File: config.mk
export PLATFORM = sky130hd
export DESIGN_NAME = hazard_ctrl
export DESIGN_NICKNAME = d
export VERILOG_FILES = /design/src/rtl/hz_pkg.sv /design/src/rtl/hz_src_check.sv /design/src/rtl/hz_alu_sel_reg.sv /design/src/rtl/hazard_ctrl.sv
export SDC_FILE = /design/constraint.sdc
export NUM_CORES = 1
export LEC_CHECK = 0
export BUFFER_PORTS_ARGS = -buffer_cell sky130_fd_sc_hd__buf_2
export CELL_PAD_IN_SITES_DETAIL_PLACEMENT = 2
export CELL_PAD_IN_SITES_GLOBAL_PLACEMENT = 2
export CORE_AREA = 10 10 60 62
export DETAILED_ROUTE_END_ITERATION = 7
export DIE_AREA = 0 0 70 72
export PLACE_DENSITY_LB_ADDON = 0.3
export SYNTH_ARGS = -nofsm -noshare
export SYNTH_HDL_FRONTEND = slang
export SYNTH_SLANG_ARGS = --single-unit
File: constraint.sdc
create_clock -name clk -period 1.85 [get_ports clk]
set_input_delay 0.2775 -clock clk [delete_from_list [all_inputs] [get_ports clk]]
set_output_delay 0.2775 -clock clk [all_outputs]
set_load 0.1 [all_outputs]
File: src/rtl/hz_pkg.sv
package hz_pkg;

    parameter int REG_W   = 5;
    parameter int NUM_SRC = 2;

    typedef logic [REG_W-1:0] reg_id_t;

    // One in-flight producer as seen from decode
    typedef struct packed {
        reg_id_t dst;
        logic    wr;
        logic    ld;
    } prod_t;

    // ALU operand source, as applied once the instruction reaches execute
    typedef enum logic [1:0] {
        FWD_RF  = 2'b00,
        FWD_WB  = 2'b01,
        FWD_MEM = 2'b10
    } alu_fwd_e;

    function automatic logic writes_src(prod_t p, reg_id_t src);
        return p.wr && (p.dst != '0) && (p.dst == src);
    endfunction

endpackage

File: src/rtl/hz_src_check.sv
module hz_src_check
    import hz_pkg::*;
(
    input  reg_id_t  src,
    input  logic     is_branch,
    input  prod_t    ex_p,
    input  prod_t    mem_p,
    output logic     need_stall,
    output logic     cmp_fwd,
    output alu_fwd_e alu_next
);

    logic ex_hit;
    logic mem_hit;

    always_comb begin
        ex_hit  = writes_src(ex_p, src);
        mem_hit = writes_src(mem_p, src);

        // load result one ahead is late for the ALU and the comparator;
        // any result one ahead is late for the comparator;
        // load result two ahead is late for the comparator
        need_stall = (ex_hit && ex_p.ld)
                   || (is_branch && ex_hit)
                   || (is_branch && mem_hit && mem_p.ld);

        cmp_fwd = mem_hit && !mem_p.ld;

        if (ex_hit)
            alu_next = FWD_MEM;
        else if (mem_hit)
            alu_next = FWD_WB;
        else
            alu_next = FWD_RF;
    end

endmodule

File: src/rtl/hz_alu_sel_reg.sv
module hz_alu_sel_reg
    import hz_pkg::*;
(
    input  logic     clk,
    input  logic     rst,
    input  logic     stall,
    input  alu_fwd_e sel_d [NUM_SRC],
    output alu_fwd_e sel_q [NUM_SRC]
);

    for (genvar i = 0; i < NUM_SRC; i++) begin : g_sel
        always_ff @(posedge clk) begin
            if (rst)
                sel_q[i] <= FWD_RF;
            else if (stall)
                sel_q[i] <= FWD_RF;
            else
                sel_q[i] <= sel_d[i];
        end

        AST_SEL_ONEHOT: assert property (@(posedge clk) disable iff (rst)
            $onehot0(sel_q[i]));
    end

    AST_BUBBLE_NO_FWD: assert property (@(posedge clk) disable iff (rst)
        stall |=> (sel_q[0] == FWD_RF) && (sel_q[1] == FWD_RF));

endmodule

File: src/rtl/hazard_ctrl.sv
module hazard_ctrl
    import hz_pkg::*;
(
    input  logic             clk,
    input  logic             rst,
    input  logic [REG_W-1:0] dec_src_a,
    input  logic [REG_W-1:0] dec_src_b,
    input  logic             dec_is_branch,
    input  logic [REG_W-1:0] ex_dst,
    input  logic             ex_wr,
    input  logic             ex_ld,
    input  logic [REG_W-1:0] mem_dst,
    input  logic             mem_wr,
    input  logic             mem_ld,
    output logic             stall,
    output logic             cmp_sel_a,
    output logic             cmp_sel_b,
    output logic [1:0]       alu_sel_a,
    output logic [1:0]       alu_sel_b
);

    prod_t    ex_p;
    prod_t    mem_p;
    reg_id_t  srcs     [NUM_SRC];
    alu_fwd_e alu_next [NUM_SRC];
    alu_fwd_e alu_q    [NUM_SRC];
    logic [NUM_SRC-1:0] need;
    logic [NUM_SRC-1:0] cmp;

    assign ex_p    = '{dst: ex_dst,  wr: ex_wr,  ld: ex_ld};
    assign mem_p   = '{dst: mem_dst, wr: mem_wr, ld: mem_ld};
    assign srcs[0] = dec_src_a;
    assign srcs[1] = dec_src_b;

    for (genvar i = 0; i < NUM_SRC; i++) begin : g_src
        hz_src_check u_chk (
            .src        (srcs[i]),
            .is_branch  (dec_is_branch),
            .ex_p       (ex_p),
            .mem_p      (mem_p),
            .need_stall (need[i]),
            .cmp_fwd    (cmp[i]),
            .alu_next   (alu_next[i])
        );
    end

    assign stall = |need;

    hz_alu_sel_reg u_sel (
        .clk   (clk),
        .rst   (rst),
        .stall (stall),
        .sel_d (alu_next),
        .sel_q (alu_q)
    );

    assign cmp_sel_a = cmp[0];
    assign cmp_sel_b = cmp[1];
    assign alu_sel_a = alu_q[0];
    assign alu_sel_b = alu_q[1];

    AST_ZERO_SRC_NO_STALL: assert property (@(posedge clk) disable iff (rst)
        (dec_src_a == '0 && dec_src_b == '0) |-> !stall);

    AST_BR_ALU_AHEAD_STALL: assert property (@(posedge clk) disable iff (rst)
        (dec_is_branch && ex_wr && !ex_ld && ex_dst != '0
         && (ex_dst == dec_src_a || ex_dst == dec_src_b)) |-> stall);

    AST_CMP_NEVER_LOAD: assert property (@(posedge clk) disable iff (rst)
        (cmp_sel_a || cmp_sel_b) |-> (mem_wr && !mem_ld));

    AST_NO_WRITER_NO_STALL: assert property (@(posedge clk) disable iff (rst)
        (!ex_wr && !mem_wr) |-> (!stall && !cmp_sel_a && !cmp_sel_b));

endmodule

==> results of run 1 <==
## synth_stat cells
library cell / count
nor3_1: 4
nor2_1: 4
or4_4: 2
or4_1: 1
a211oi_2: 2
nand2_1: 3
o21ai_0: 1
o211ai_2: 1
nand3b_1: 1
xnor2_1: 10
xor2_1: 9
or2_1: 1
nand3_1: 2
a211oi_1: 1
a21o_4: 1
o21ai_1: 3
dfxtp_1: 4
a21oi_1: 1
nand4_1: 1
or3b_2: 1
## logic make-up (layout without fill, tap and decap cells)
family                    after synthesis  in the layout
and+or+nand+nor                        20             20
buffers and inverters                   0             55
DFF                                     4              4
AOI/OAI and AO/OA                      10             10
xor gates and xnor gates               19             19
## worst paths after layout
check,endpoint,cells past startpoint
setup / recovery,stall,7
hold / removal,u_sel.sel_q[2]$_SDFF_PP0_,2
## routing by layer
metal  global-route usage [%]  wire length [µm]  vias to the layer above
met5                        0                 0                        -
met4                     3.95                14                        0
met3                     2.31               106                        2
met2                     15.9              1220                       19
met1                     7.20               732                      295
li1                         -                 -                      300
## where the power goes
| group | internal [µW] | total [µW] | switching [µW] |
|---|---|---|---|
| registers | 87.2 | 87.3 | 0.0905 |
| clock network | 72.5 | 107 | 34.9 |
| logic | 88.0 | 171 | 82.8 |
| total | 248 | 365 | 118 |
## critical path: stages
cell and delay [ps]:
buf_8 100, or4_4 530, o211ai_2 150, or4_4 150
a21oi_2 40, or2_4 240, buf_12 160
## cell type report
class / count / area, µm²
tap: 30 / 37.5
sequential: 4 / 80.1
fill: 290 / 1510
timing repair buffer: 52 / 369
multi-input combinational: 49 / 412
clock buffer: 3 / 22.5
## through the flow
step | power [µW] | instances | setup slack, ps | hold slack (ps) | utilization (%)
detailed placement | 251 | 135 | -270 | 526 | 35.0
finish | 365 | 138 | -86.4 | 285 | 37.9
floorplan | 158 | 53 | -7.89 | 366 | -
global placement | 243 | 135 | -230 | 518 | 35.0
global route | 400 | 138 | -136 | 285 | 37.9
CTS | 369 | 138 | -135 | 275 | 37.2
## repair_timing
item / in CTS / in global routing
pin swaps: 4 / 7
resized for setup: 8 / 3
buffers inserted: 0 / 0
setup endpoints to repair: 1 / 3
gates cloned: 0 / 0
==> results.py, run 1 <==
metrics = {
    "run_status": {
        "status": "finished with violations",
        "violations": "setup timing",
    },
    "place": {
        "post-dp-hpwl_um": 1930,
        "place.gp.congestion": 0.764,
        "dpl_cell_area_um2": 851,
        "port_buffers": 33,
    },
    "setup_path": {
        "end_kind": "primary output",
        "critPathRequiredTime_ps": 1570,
        "startpoint": "ex_dst[3]",
        "critPathKind": "primary input to primary output",
        "critPathMaxFanout": 3,
        "worstPathArrival_ps": 1660,
        "cp-start-kind": "primary input",
    },
    "yosys": {
        "yosys_warnings": 0,
        "synth_top_family_by_area": "XOR/XNOR gates",
        "avgSynthCellArea_um2": 8.43,
        "synth_compound_area_share_pct": 19.0,
        "synth_nets": 80,
        "synth_area_um2": 447,
        "synth_top_cell_by_area": "xnor2_1",
        "synth-simple-area-share_pct": 25.8,
        "synth-seq-cells": 4,
        "syn_inst": 53,
        "synthAdderAreaFrac_pct": 0,
        "ys_types": 20,
        "synthXorXnorAreaFrac_pct": 37.3,
        "yosys-mux-area-fraction_pct": 0,
        "synth_top_cell_area_share_pct": 19.6,
        "synthTopCellsByArea": "xnor2_1, dfxtp_1, xor2_1",
        "ys_seq_area_share_pct": 17.9,
    },
    "sta": {
        "min_period_over_period_pct": 105,
        "finalSetupViolations": 1,
        "final_hold_viol_count": 0,
        "period_minus_slack_ps": 1940,
        "finalSetupTns_ps": -86.4,
        "timing.slew.headroom_pct": 67.5,
        "worstMarginPinSlew_ps": 491,
        "fmax_ghz": 0.516,
        "setup_ws_ps": -86.4,
        "rsz0062_at_grt": "true",
        "slew_viol_final": 0,
    },
    "cts": {
        "ctsHtreeMaxLevel": 1,
        "clock-root-buffer": "clkbuf_4",
        "clkSinkCount": 4,
        "clk_pin_slew_ps": 30,
        "cts_tree": "yes",
        "ctsLongestPathBuffers": 2,
        "hold_buffers": 0,
        "numCtsBuffers": 3,
    },
    "global_route": {
        "antenna_found_initial": 0,
        "grt_pass1_wl_um": 3290,
        "grt_usage_pct": 7.99,
        "grt_pass1_vias": 771,
        "grt_overflow_total": 0,
        "grt_max_degree": 5,
    },
    "detailed_routing": {
        "ant_nets": 0,
        "routedWlPerCell_um": 15.0,
        "totalWireLength_um": 2070,
        "drt_pass1_iterations": 2,
        "vias": 616,
        "drc": 0,
        "drtIter0Drc": 7,
        "vias_per_cell": 4.46,
    },
    "floorplanning": {
        "fp.dieArea_mm2": 0.00504,
        "std_cell_rows": 18,
        "start_util_pct": 18.4,
        "io_pins": 34,
        "coreArea_mm2": 0.00243,
        "dieWidth_um": 70,
        "die_height_um": 72,
    },
    "cells_and_area": {
        "largest_registers": "u_sel.sel_q x4",
        "layout_common_cells": "buf_2, buf_4, xor2_1, xnor2_1",
        "final_area_um2": 921,
        "drive_above_1_share_pct": 63.9,
        "largest_register": "u_sel.sel_q",
        "area_growth_syn_to_layout_pct": 106,
        "layout_commonest_cell": "buf_2",
        "largest_register_ffs": 4,
        "insertedDiodeCount": 0,
        "nets": 137,
    },
    "hold_path": {
        "hold_class": "primary input to flop",
        "min_from": "ex_wr",
    },
    "flow_run": {
        "cap_violations": 0,
    },
    "pwr": {
        "peakVddDrop_v": 0.000157,
        "power_leakage_uw": 0.000414,
        "powerDensity_mw_per_mm2": 397,
    },
}
(Power assumes the default switching activity.)
==> run 2: changes to the inputs <==
--- a/config.mk
+++ b/config.mk
@@ -8,10 +8,11 @@
 export BUFFER_PORTS_ARGS = -buffer_cell sky130_fd_sc_hd__buf_2
 export CELL_PAD_IN_SITES_DETAIL_PLACEMENT = 2
 export CELL_PAD_IN_SITES_GLOBAL_PLACEMENT = 2
-export CORE_AREA = 10 10 60 62
+export CORE_AREA = 10 10 63 65
 export DETAILED_ROUTE_END_ITERATION = 7
-export DIE_AREA = 0 0 70 72
+export DIE_AREA = 0 0 73 75
 export PLACE_DENSITY_LB_ADDON = 0.3
 export SYNTH_ARGS = -nofsm -noshare
 export SYNTH_HDL_FRONTEND = slang
+export SYNTH_HIERARCHICAL = 1
 export SYNTH_SLANG_ARGS = --single-unit
==> run 2 against run 1 <==
Against the previous run: the flow still finishes with violations (setup timing); worst hold slack got worse by 20 ps; synthesized cell count rose by 23%; global-route usage rose by 1.9 points; critical path depth did not move; via count rose by 19%; power rose by 18%; area after synthesis rose by 23%; clock-buffer cell count did not move; critical endpoint unchanged.
==> results.py, run 2 <==
metrics = {
    "yosys": {
        "yosys_warnings": 6,
        "synth_area_um2": 549,
        "synth_nets": 92,
        "avgSynthCellArea_um2": 8.45,
        "synthTopCellsByCount": "xnor2_1, nor2_1, xor2_1",
        "ys_seq_area_share_pct": 14.6,
        "synth-seq-cells": 4,
        "synth-main-ff-cell": "dfxtp_1",
        "syn_inst": 65,
        "ys_types": 21,
        "yosysMostFrequentCell": "xnor2_1",
        "synth-edff-count": 0,
        "async_flop_share_pct": 0,
        "synth_top_cell_area_share_pct": 15.9,
        "synth_top_cell_by_area": "xnor2_1",
        "synthTopCellsByArea": "xnor2_1, dfxtp_1, o41ai_4",
    },
    "detailed_routing": {
        "drtIter0Drc": 19,
        "ant_nets": 0,
        "totalWireLength_um": 2760,
        "vias": 734,
        "drt_pass1_iterations": 2,
        "routedWlPerCell_um": 18.1,
        "vias_per_cell": 4.83,
        "drc": 0,
    },
    "sta": {
        "finalSetupViolations": 1,
        "hold_ws_ps": 265,
        "worstMarginPinSlew_ps": 495,
        "setup_ws_ps": -153,
        "timing.slew.headroom_pct": 67.2,
        "rsz0062_at_grt": "true",
        "fmax_ghz": 0.499,
        "slew_viol_final": 0,
        "min_period_over_period_pct": 108,
        "period_minus_slack_ps": 2000,
        "final_hold_viol_count": 0,
    },
    "cells_and_area": {
        "layout_commonest_cell": "buf_2",
        "drive_above_1_share_pct": 63.6,
        "largest_register": "u_sel/sel_q",
        "insertedDiodeCount": 0,
        "final_area_mm2": 0.00115,
        "largest_register_ffs": 4,
        "fillers": 308,
        "layout_common_cells": "buf_2, buf_4, xnor2_1",
        "area_growth_syn_to_layout_pct": 110,
        "largest_registers": "u_sel/sel_q x4",
        "nets": 150,
    },
    "pwr": {
        "combPwrFrac_pct": 55.1,
        "power_leakage_uw": 0.000498,
        "power_uw": 431,
        "peakVddDrop_v": 0.000314,
        "powerDensity_mw_per_mm2": 374,
        "p_seq_share_pct": 20.4,
        "switching_share_pct": 36.3,
        "p_sw_uw": 156,
        "internal_power_uw": 275,
        "clkPwrFrac_pct": 24.5,
    },
    "cts": {
        "numCtsBuffers": 3,
        "hold_buffers": 0,
        "clock-root-buffer": "clkbuf_4",
        "ctsHtreeMaxLevel": 1,
        "clkSinkCount": 4,
        "cts_tree": "yes",
        "clk_pin_slew_ps": 40,
        "ctsLongestPathBuffers": 2,
    },
    "floorplanning": {
        "fp.dieArea_mm2": 0.00548,
        "io_pins": 34,
        "dieWidth_um": 73,
        "coreArea_mm2": 0.00271,
        "std_cell_rows": 19,
        "die_height_um": 75,
        "start_util_pct": 20.3,
    },
    "setup_path": {
        "worstPathArrival_ps": 1730,
        "slowest_delay_ps": 320,
        "critPathSlowestCell": "o41ai_4",
        "critPathRequiredTime_ps": 1570,
        "critPathMostFrequentCell": "buf_12",
        "critPathKind": "primary input to primary output",
        "path_cells": "buf_12 > o41ai_4 > buf_4 > a211oi_4 > a211o_1 > or2_4 > buf_12",
        "end_kind": "primary output",
        "cp-start-kind": "primary input",
        "critPathMaxFanout": 3,
    },
    "global_route": {
        "grt_pass1_vias": 811,
        "grt_overflow_total": 0,
        "grt_usage_pct": 9.86,
        "grt_pass1_wl_um": 4280,
        "antenna_found_initial": 0,
        "grt_max_degree": 5,
    },
    "place": {
        "port_buffers": 33,
        "place.gp.congestion": 0.779,
        "dpl_cell_area_um2": 926,
        "preCtsSetupSlack_ps": -230,
        "post-dp-hpwl_um": 2210,
    },
    "flow_run": {
        "cap_violations": 0,
    },
    "run_status": {
        "status": "finished with violations",
        "violations": "setup timing",
    },
    "hold_path": {
        "hold_class": "primary input to flop",
    },
}
-- run 2: changes by cell type after synthesis, sizes merged, moves of 3 or more --
cell	before	now
nor3b	0	4
o21ai	4	0
or4	3	0
xor2	9	6
-- run 2: repair_timing --
action,in CTS,in global routing
resized for setup,18,18
hold endpoints to repair,0,0
setup buffers,1,3
setup endpoints to repair,2,3
pin swaps,12,8
-- run 2: final cells by class --
class	count	area [µm²]	share of cell area (%)
Inverter	2	7.51	0.652
Multi-Input combinational cell	57	572	49.7
Timing Repair Buffer	55	430	37.4
Sequential cell	4	80.1	6.96
Tap cell	31	38.8	3.37
Clock buffer	3	22.5	1.96
-- run 2: worst paths after layout --
kind	from	endpoint	slack [ps]	cells after the start
worst min-delay path	rst	u_sel/sel_q[3]$_SDFF_PP0_	270	2
worst max-delay path	ex_dst[3]	stall	-150	7
-- run 2: cells by family (layout without fill, tap and decap cells) --
kind of cell | after synthesis | in the layout | share of synthesized area [%]
flip-flops | 4 | 4 | 14.6
XOR/XNOR | 16 | 16 | 25.5
AND/OR/NAND/NOR | 31 | 31 | 32.1
AO/OA/AOI/OAI | 10 | 10 | 23.7
buffers and inverters | 4 | 60 | 4.10
-- run 2: critical path, delay by kind of cell --
family | cells | cell delay [ps]
AO/OA/AOI/OAI | 3 | 700
buffers and inverters | 3 | 470
AND/OR/NAND/NOR | 1 | 270
-- run 2: stage by stage --
stage                     TNS [ps]  utilization, %  cells
after detailed placement      -873            34.2    145
final                         -153            42.5    152
after CTS                     -113            38.0    149
after global placement        -515            34.2    145
after global routing          -173            42.5    152
after floorplan                  0               -     65
-- run 2: power groups by stage --
stage               sequential, µW  clock, µW  combinational (µW)
floorplan                     95.1          0                73.4
global placement              89.0          0                 179
detailed placement            89.0          0                 186
CTS                           87.7        112                 205
global route                  87.7        121                 256
finish                        87.8        106                 237
-- run 2: metal layers --
metal  vias to the layer above  track usage (%)  wire [µm]
met5                         -                0          0
met3                         2             3.55        143
met2                        19             18.3       1480
li1                        351                -          -
met1                       362             10.9       1110
met4                         0            0.633         25
